<file path="src/rtl/ctlbus_pkg.sv">
package ctlbus_pkg;
  localparam int unsigned CB_ADDR_W = 6;
  localparam int unsigned CB_DATA_W = 8;
  localparam int unsigned CB_SYNC_STAGES = 2;
endpackage

</file>
<file path="src/rtl/ctlbus_rst_sync.sv">
module ctlbus_rst_sync (
  input  logic clk,
  input  logic rst_n,
  output logic rst_sync_n
);
  logic [1:0] rst_pipe_q;
  logic [1:0] rst_pipe_d;

  always_comb rst_pipe_d = {rst_pipe_q[0], 1'b1};

  always_ff @(posedge clk or negedge rst_n) begin
    if (!rst_n) rst_pipe_q <= '0;
    else        rst_pipe_q <= rst_pipe_d;
  end

  assign rst_sync_n = rst_pipe_q[1];
endmodule

</file>
<file path="src/rtl/ctlbus_sync.sv">
module ctlbus_sync #(
  parameter int unsigned WIDTH   = 2,
  parameter int unsigned STAGES  = ctlbus_pkg::CB_SYNC_STAGES,
  parameter logic        RST_VAL = 1'b1
) (
  input  logic             clk,
  input  logic             rst_n,
  input  logic [WIDTH-1:0] d,
  output logic [WIDTH-1:0] q
);
  logic [WIDTH-1:0] stage_q [STAGES];
  logic [WIDTH-1:0] stage_d [STAGES];

  always_comb begin
    stage_d[0] = d;
    for (int s = 1; s < STAGES; s++) stage_d[s] = stage_q[s-1];
  end

  for (genvar s = 0; s < STAGES; s++) begin : g_stage
    always_ff @(posedge clk or negedge rst_n) begin
      if (!rst_n) stage_q[s] <= {WIDTH{RST_VAL}};
      else        stage_q[s] <= stage_d[s];
    end
  end

  assign q = stage_q[STAGES-1];
endmodule

</file>
<file path="src/rtl/ctlbus_wr_cmd.sv">
module ctlbus_wr_cmd #(
  parameter int unsigned AW = ctlbus_pkg::CB_ADDR_W,
  parameter int unsigned DW = ctlbus_pkg::CB_DATA_W
) (
  input  logic          clk,
  input  logic          rst_n,
  input  logic          cs_s_n,
  input  logic          wr_s_n,
  input  logic [AW-1:0] bus_addr,
  input  logic [DW-1:0] bus_din,
  output logic          commit,
  output logic [AW-1:0] cmd_addr,
  output logic [DW-1:0] cmd_data
);
  logic          qual_now;
  logic          qual_q, qual_d;
  logic [AW-1:0] addr_q, addr_d;
  logic [DW-1:0] data_q, data_d;
  logic          hold_en;

  always_comb begin
    qual_now = !cs_s_n && !wr_s_n;
    hold_en  = qual_now;
    qual_d   = qual_now;
    addr_d   = addr_q;
    data_d   = data_q;
    if (hold_en) begin
      addr_d = bus_addr;
      data_d = bus_din;
    end
  end

  always_ff @(posedge clk or negedge rst_n) begin
    if (!rst_n) begin
      qual_q <= 1'b0;
      addr_q <= '0;
      data_q <= '0;
    end else begin
      qual_q <= qual_d;
      addr_q <= addr_d;
      data_q <= data_d;
    end
  end

  assign commit   = qual_q && !qual_now;
  assign cmd_addr = addr_q;
  assign cmd_data = data_q;
endmodule

</file>
<file path="src/rtl/ctlbus_regbank.sv">
module ctlbus_regbank #(
  parameter int unsigned AW = ctlbus_pkg::CB_ADDR_W,
  parameter int unsigned DW = ctlbus_pkg::CB_DATA_W,
  localparam int unsigned DEPTH = 1 << AW
) (
  input  logic                clk,
  input  logic                rst_n,
  input  logic                we,
  input  logic [AW-1:0]       waddr,
  input  logic [DW-1:0]       wdata,
  input  logic [AW-1:0]       raddr,
  output logic [DW-1:0]       rdata,
  output logic [DEPTH*DW-1:0] cfg_q
);
  logic [DW-1:0] mem_q [DEPTH];
  logic [DW-1:0] mem_d [DEPTH];
  logic          row_en [DEPTH];

  for (genvar i = 0; i < DEPTH; i++) begin : g_row
    always_comb begin
      row_en[i] = we && (waddr == AW'(i));
      mem_d[i]  = row_en[i] ? wdata : mem_q[i];
    end

    always_ff @(posedge clk or negedge rst_n) begin
      if (!rst_n) mem_q[i] <= '0;
      else        mem_q[i] <= mem_d[i];
    end

    assign cfg_q[i*DW +: DW] = mem_q[i];
  end

  assign rdata = mem_q[raddr];
endmodule

</file>
<file path="src/rtl/ctlbus_regfile.sv">
module ctlbus_regfile #(
  parameter int unsigned ADDR_W = ctlbus_pkg::CB_ADDR_W,
  parameter int unsigned DATA_W = ctlbus_pkg::CB_DATA_W,
  localparam int unsigned DEPTH = 1 << ADDR_W
) (
  input  logic                    clk,
  input  logic                    rst_n,
  input  logic                    bus_cs_n,
  input  logic                    bus_rd_n,
  input  logic                    bus_wr_n,
  input  logic [ADDR_W-1:0]       bus_addr,
  input  logic [DATA_W-1:0]       bus_din,
  output logic [DATA_W-1:0]       bus_dout,
  output logic                    bus_oe,
  output logic [DEPTH*DATA_W-1:0] cfg_q
);
  logic              rst_sync_n;
  logic [1:0]        strobe_s;
  logic              wr_commit;
  logic [ADDR_W-1:0] wr_addr;
  logic [DATA_W-1:0] wr_data;
  logic [DATA_W-1:0] rd_data;

  ctlbus_rst_sync u_rst (
    .clk        (clk),
    .rst_n      (rst_n),
    .rst_sync_n (rst_sync_n)
  );

  // bit 1: select, bit 0: write line; both idle high
  ctlbus_sync #(.WIDTH(2), .RST_VAL(1'b1)) u_sync (
    .clk   (clk),
    .rst_n (rst_sync_n),
    .d     ({bus_cs_n, bus_wr_n}),
    .q     (strobe_s)
  );

  ctlbus_wr_cmd #(.AW(ADDR_W), .DW(DATA_W)) u_cmd (
    .clk      (clk),
    .rst_n    (rst_sync_n),
    .cs_s_n   (strobe_s[1]),
    .wr_s_n   (strobe_s[0]),
    .bus_addr (bus_addr),
    .bus_din  (bus_din),
    .commit   (wr_commit),
    .cmd_addr (wr_addr),
    .cmd_data (wr_data)
  );

  ctlbus_regbank #(.AW(ADDR_W), .DW(DATA_W)) u_bank (
    .clk   (clk),
    .rst_n (rst_sync_n),
    .we    (wr_commit),
    .waddr (wr_addr),
    .wdata (wr_data),
    .raddr (bus_addr),
    .rdata (rd_data),
    .cfg_q (cfg_q)
  );

  // Drive qualification taken straight from the pins so release is immediate.
  assign bus_oe   = !bus_cs_n && !bus_rd_n && bus_wr_n;
  assign bus_dout = bus_oe ? rd_data : '0;
endmodule

</file>
<file path="config.mk">
export PLATFORM = sky130hd
export DESIGN_NAME = ctlbus_regfile
export DESIGN_NICKNAME = d
export VERILOG_FILES = /design/src/rtl/ctlbus_pkg.sv /design/src/rtl/ctlbus_rst_sync.sv /design/src/rtl/ctlbus_sync.sv /design/src/rtl/ctlbus_wr_cmd.sv /design/src/rtl/ctlbus_regbank.sv /design/src/rtl/ctlbus_regfile.sv
export SDC_FILE = /design/constraint.sdc
export NUM_CORES = 1
export LEC_CHECK = 0
export ABC_CLOCK_PERIOD_IN_PS = 16300
export BUFFER_PORTS_ARGS = -buffer_cell sky130_fd_sc_hd__buf_2
export CORE_MARGIN = 2
export CORE_UTILIZATION = 50
export DETAILED_ROUTE_END_ITERATION = 10
export PLACE_DENSITY = 0.8
export SLEW_MARGIN = 20
export SYNTH_ARGS = -nofsm -noshare
export SYNTH_HDL_FRONTEND = slang
export SYNTH_SLANG_ARGS = --single-unit
export TNS_END_PERCENT = 1
</file>
<file path="constraint.sdc">
create_clock -name clk -period 16.3 [get_ports clk]
set_input_delay 3.26 -clock clk [delete_from_list [all_inputs] [get_ports clk]]
set_output_delay 3.26 -clock clk [all_outputs]
set_load 0.02 [all_outputs]
</file>
==> results.ini <==
[critical_path]
worstPathCellList=buf_4 -> buf_4 -> buf_4 -> mux4_2 -> mux2i_1 -> a2111oi_0 -> a22o_1 -> buf_2
path_class=in -> out
crit_top_cell=buf_4
slowest_stage=a2111oi_0
reg2reg_from=u_rst.rst_pipe_q[1]$_DFF_PN0_
slowest_delay_ps=800
cp.required_ps=13040
startpoint_type=input port
cp_top_family=buffers and inverters
cp.depth=8
crit_fanout=43
path_buf_inv=4
r2r_slack_ps=12530
setup.worst_path.start=bus_addr[2]
worstReg2RegEnd=u_cmd.cmd_data[5]$_DFFE_PN0P_
worstSetupEndpoint=bus_dout[0]
reg2regPathDepth=3
critPathCaptureType=output port
arrival_ps=6680

[yosys]
yosysTopAreaCell=dfrtp_1
syn_nets=1571
synth_warnings=0
synth_seq_cells=533
synthCells=1552
ys_types=53
synth-async-reset-ratio=1.00
yosysMostFrequentCell=mux2_2
synth.top_cell.area_share=0.537
synth-edff-count=0
synth_area_leaders=dfrtp_1, mux2_2, mux4_2
synthFlopType=dfrtp_1
synth_common_cells=mux2_2, dfrtp_1, mux4_2, clkbuf_1, nor2_2
syn_area_per_cell_um2=15.9
syn-cell-area_um2=24700
synth_seq_area_share=0.541

[die]
dieArea_um2=51100
die_x_um=226
io_pins=540
start_util=0.505
fp-row-count=81
die_y_um=226
coreArea_um2=48800

[detailed_routing]
vias=17200
via_per_inst=6.22
drt-initial-drc-count=1571
drt_first_pass_iters=5
routedWlPerCell_um=31.8
remaining_drc_errors=0
drtAntennaViolNets=0
wl_um=87800

[timing]
layout_worst_path_cycle_share=0.610
timing.final.crit_period_ps=9940
tightest_slew_ps=1130
rsz0062_at_grt=false
skew_ps=10.8
hold_viol=0
maxSlewHeadroom=0.243
clock.fmax_mhz=101
setup_viol=0
tns_ps=0
slew_viol_final=0

[clock_tree]
cts_root_buffer=clkbuf_16
cts_resized=0
insertion_delay_ps=610
ctsHtreeMaxLevel=2
ctsLongestPathBuffers=3
hold_buffers=0
cts.reportedPaths.clkPinSlew_ps=60
post_cts_buffers=0
cts_tree=done
cts.sinks=533
cts_buffers=55

[min_path]
holdPathStages=0
hold_class=reg -> reg

[power]
total_power_mw=3.93
power_density_nw_per_um2=132
leakage_nw=15.7
peakVddDrop_mv=0.0892

[placed_design]
place_area_um2=27800
dpl.cell_count=2663
port_buffers=539
place_congestion=0.882
dp_hpwl_um=61900

[global_route]
grt_max_degree=81
grt_pass1_wl_um=126000
grt_usage=0.344
gr-total-overflow=0
first_global_vias=17500
antenna_found_initial=0

[finish]
drive_gt1_frac=0.651
antenna_cells=0
area_growth_pct=20.5
final_nets=2075
design_area_um2=29700
nFillCells=3801
fin_cells=2764
final_core_util=0.608

[run_status]
status=finished clean

[flow_run]
cap_violations=0

[where the power goes]
| part | total (mW) | internal, mW | switching, mW |
|---|---|---|---|
| sequential | 1.67 | 1.50 | 0.163 |
| combinational | 0.928 | 0.349 | 0.579 |
| clock | 1.33 | 0.787 | 0.544 |
| total | 3.93 | 2.64 | 1.29 |
[placed cells by master, fill, tap and decap left out, types with 6 or more instances in the layout]
master       n
a211oi_1    11
buf_2      536
buf_4       25
clkbuf_1     7
clkbuf_16   57
clkbuf_8    20
clkinv_2     9
dfrtp_1    520
dfrtp_2      8
mux2_2     531
mux2i_1     11
mux4_1      32
mux4_2      96
nand2_1     18
nand2b_1     6
nand3_2     13
nor2_1      19
nor2_2      37
nor2_8      10
nor2b_1     16
nor3_1      13
o21ai_0      8
o22ai_1     21
[worst min path at each step]
stage / from / end / slack (ps)
floorplan: u_rst.rst_pipe_q[0]$_DFF_PN0_ / u_rst.rst_pipe_q[1]$_DFF_PN0_ / 330
global placement: u_rst.rst_pipe_q[0]$_DFF_PN0_ / u_rst.rst_pipe_q[1]$_DFF_PN0_ / 340
detailed placement: u_rst.rst_pipe_q[0]$_DFF_PN0_ / u_rst.rst_pipe_q[1]$_DFF_PN0_ / 340
CTS: u_sync.stage_d[1]$_DFF_PN1_ / u_sync.q[1]$_DFF_PN1_ / 350
global route: u_sync.stage_d[1]$_DFF_PN1_ / u_sync.q[1]$_DFF_PN1_ / 360
finish: u_sync.stage_d[1]$_DFF_PN1_ / u_sync.q[1]$_DFF_PN1_ / 350
[layout make-up]
class / count / area (µm²) / share of cell area
flip-flops and latches: 533 / 13400 / 0.450
repair buffers: 563 / 2900 / 0.0975
clock buffers: 83 / 1710 / 0.0577
inverters: 1 / 3.75 / 0.000126
clock inverters: 18 / 206 / 0.00695
multi-input cells: 902 / 10700 / 0.360
well taps: 664 / 831 / 0.0280
[through the flow]
| step | worst slack, ps | hold WS [ps] |
|---|---|---|
| floorplan | 351 | 331 |
| global placement | 6330 | 339 |
| detailed placement | 6350 | 342 |
| CTS | 6320 | 355 |
| global route | 6260 | 357 |
| finish | 6360 | 349 |
[routing by layer]
layer,up-vias,GRT usage,part of all wire
met3,200,0.0775,0.083
met2,931,0.539,0.47
met1,9180,0.466,0.40
met4,0,0.141,0.044
met5,-,0,0
li1,6872,-,-
[sequential cells by signal (all words and copies together) (netlist names)]
name	cells
u_cmd.cmd_addr	6
u_cmd.qual_q	1
u_sync.q	2
u_cmd.cmd_data	8
u_rst.rst_pipe_q	2
u_sync.stage_d	2
u_bank.cfg_q	512
[kinds of logic after synthesis]
kind of cell / after synthesis / share of synthesized area
compound gates: 65 / 0.0183
buf+inv: 117 / 0.0251
flops: 533 / 0.541
mux: 670 / 0.369
other cells: 1 / 0.000152
simple gates: 166 / 0.0467
Note: power is estimated with default switching activity, not from simulation.
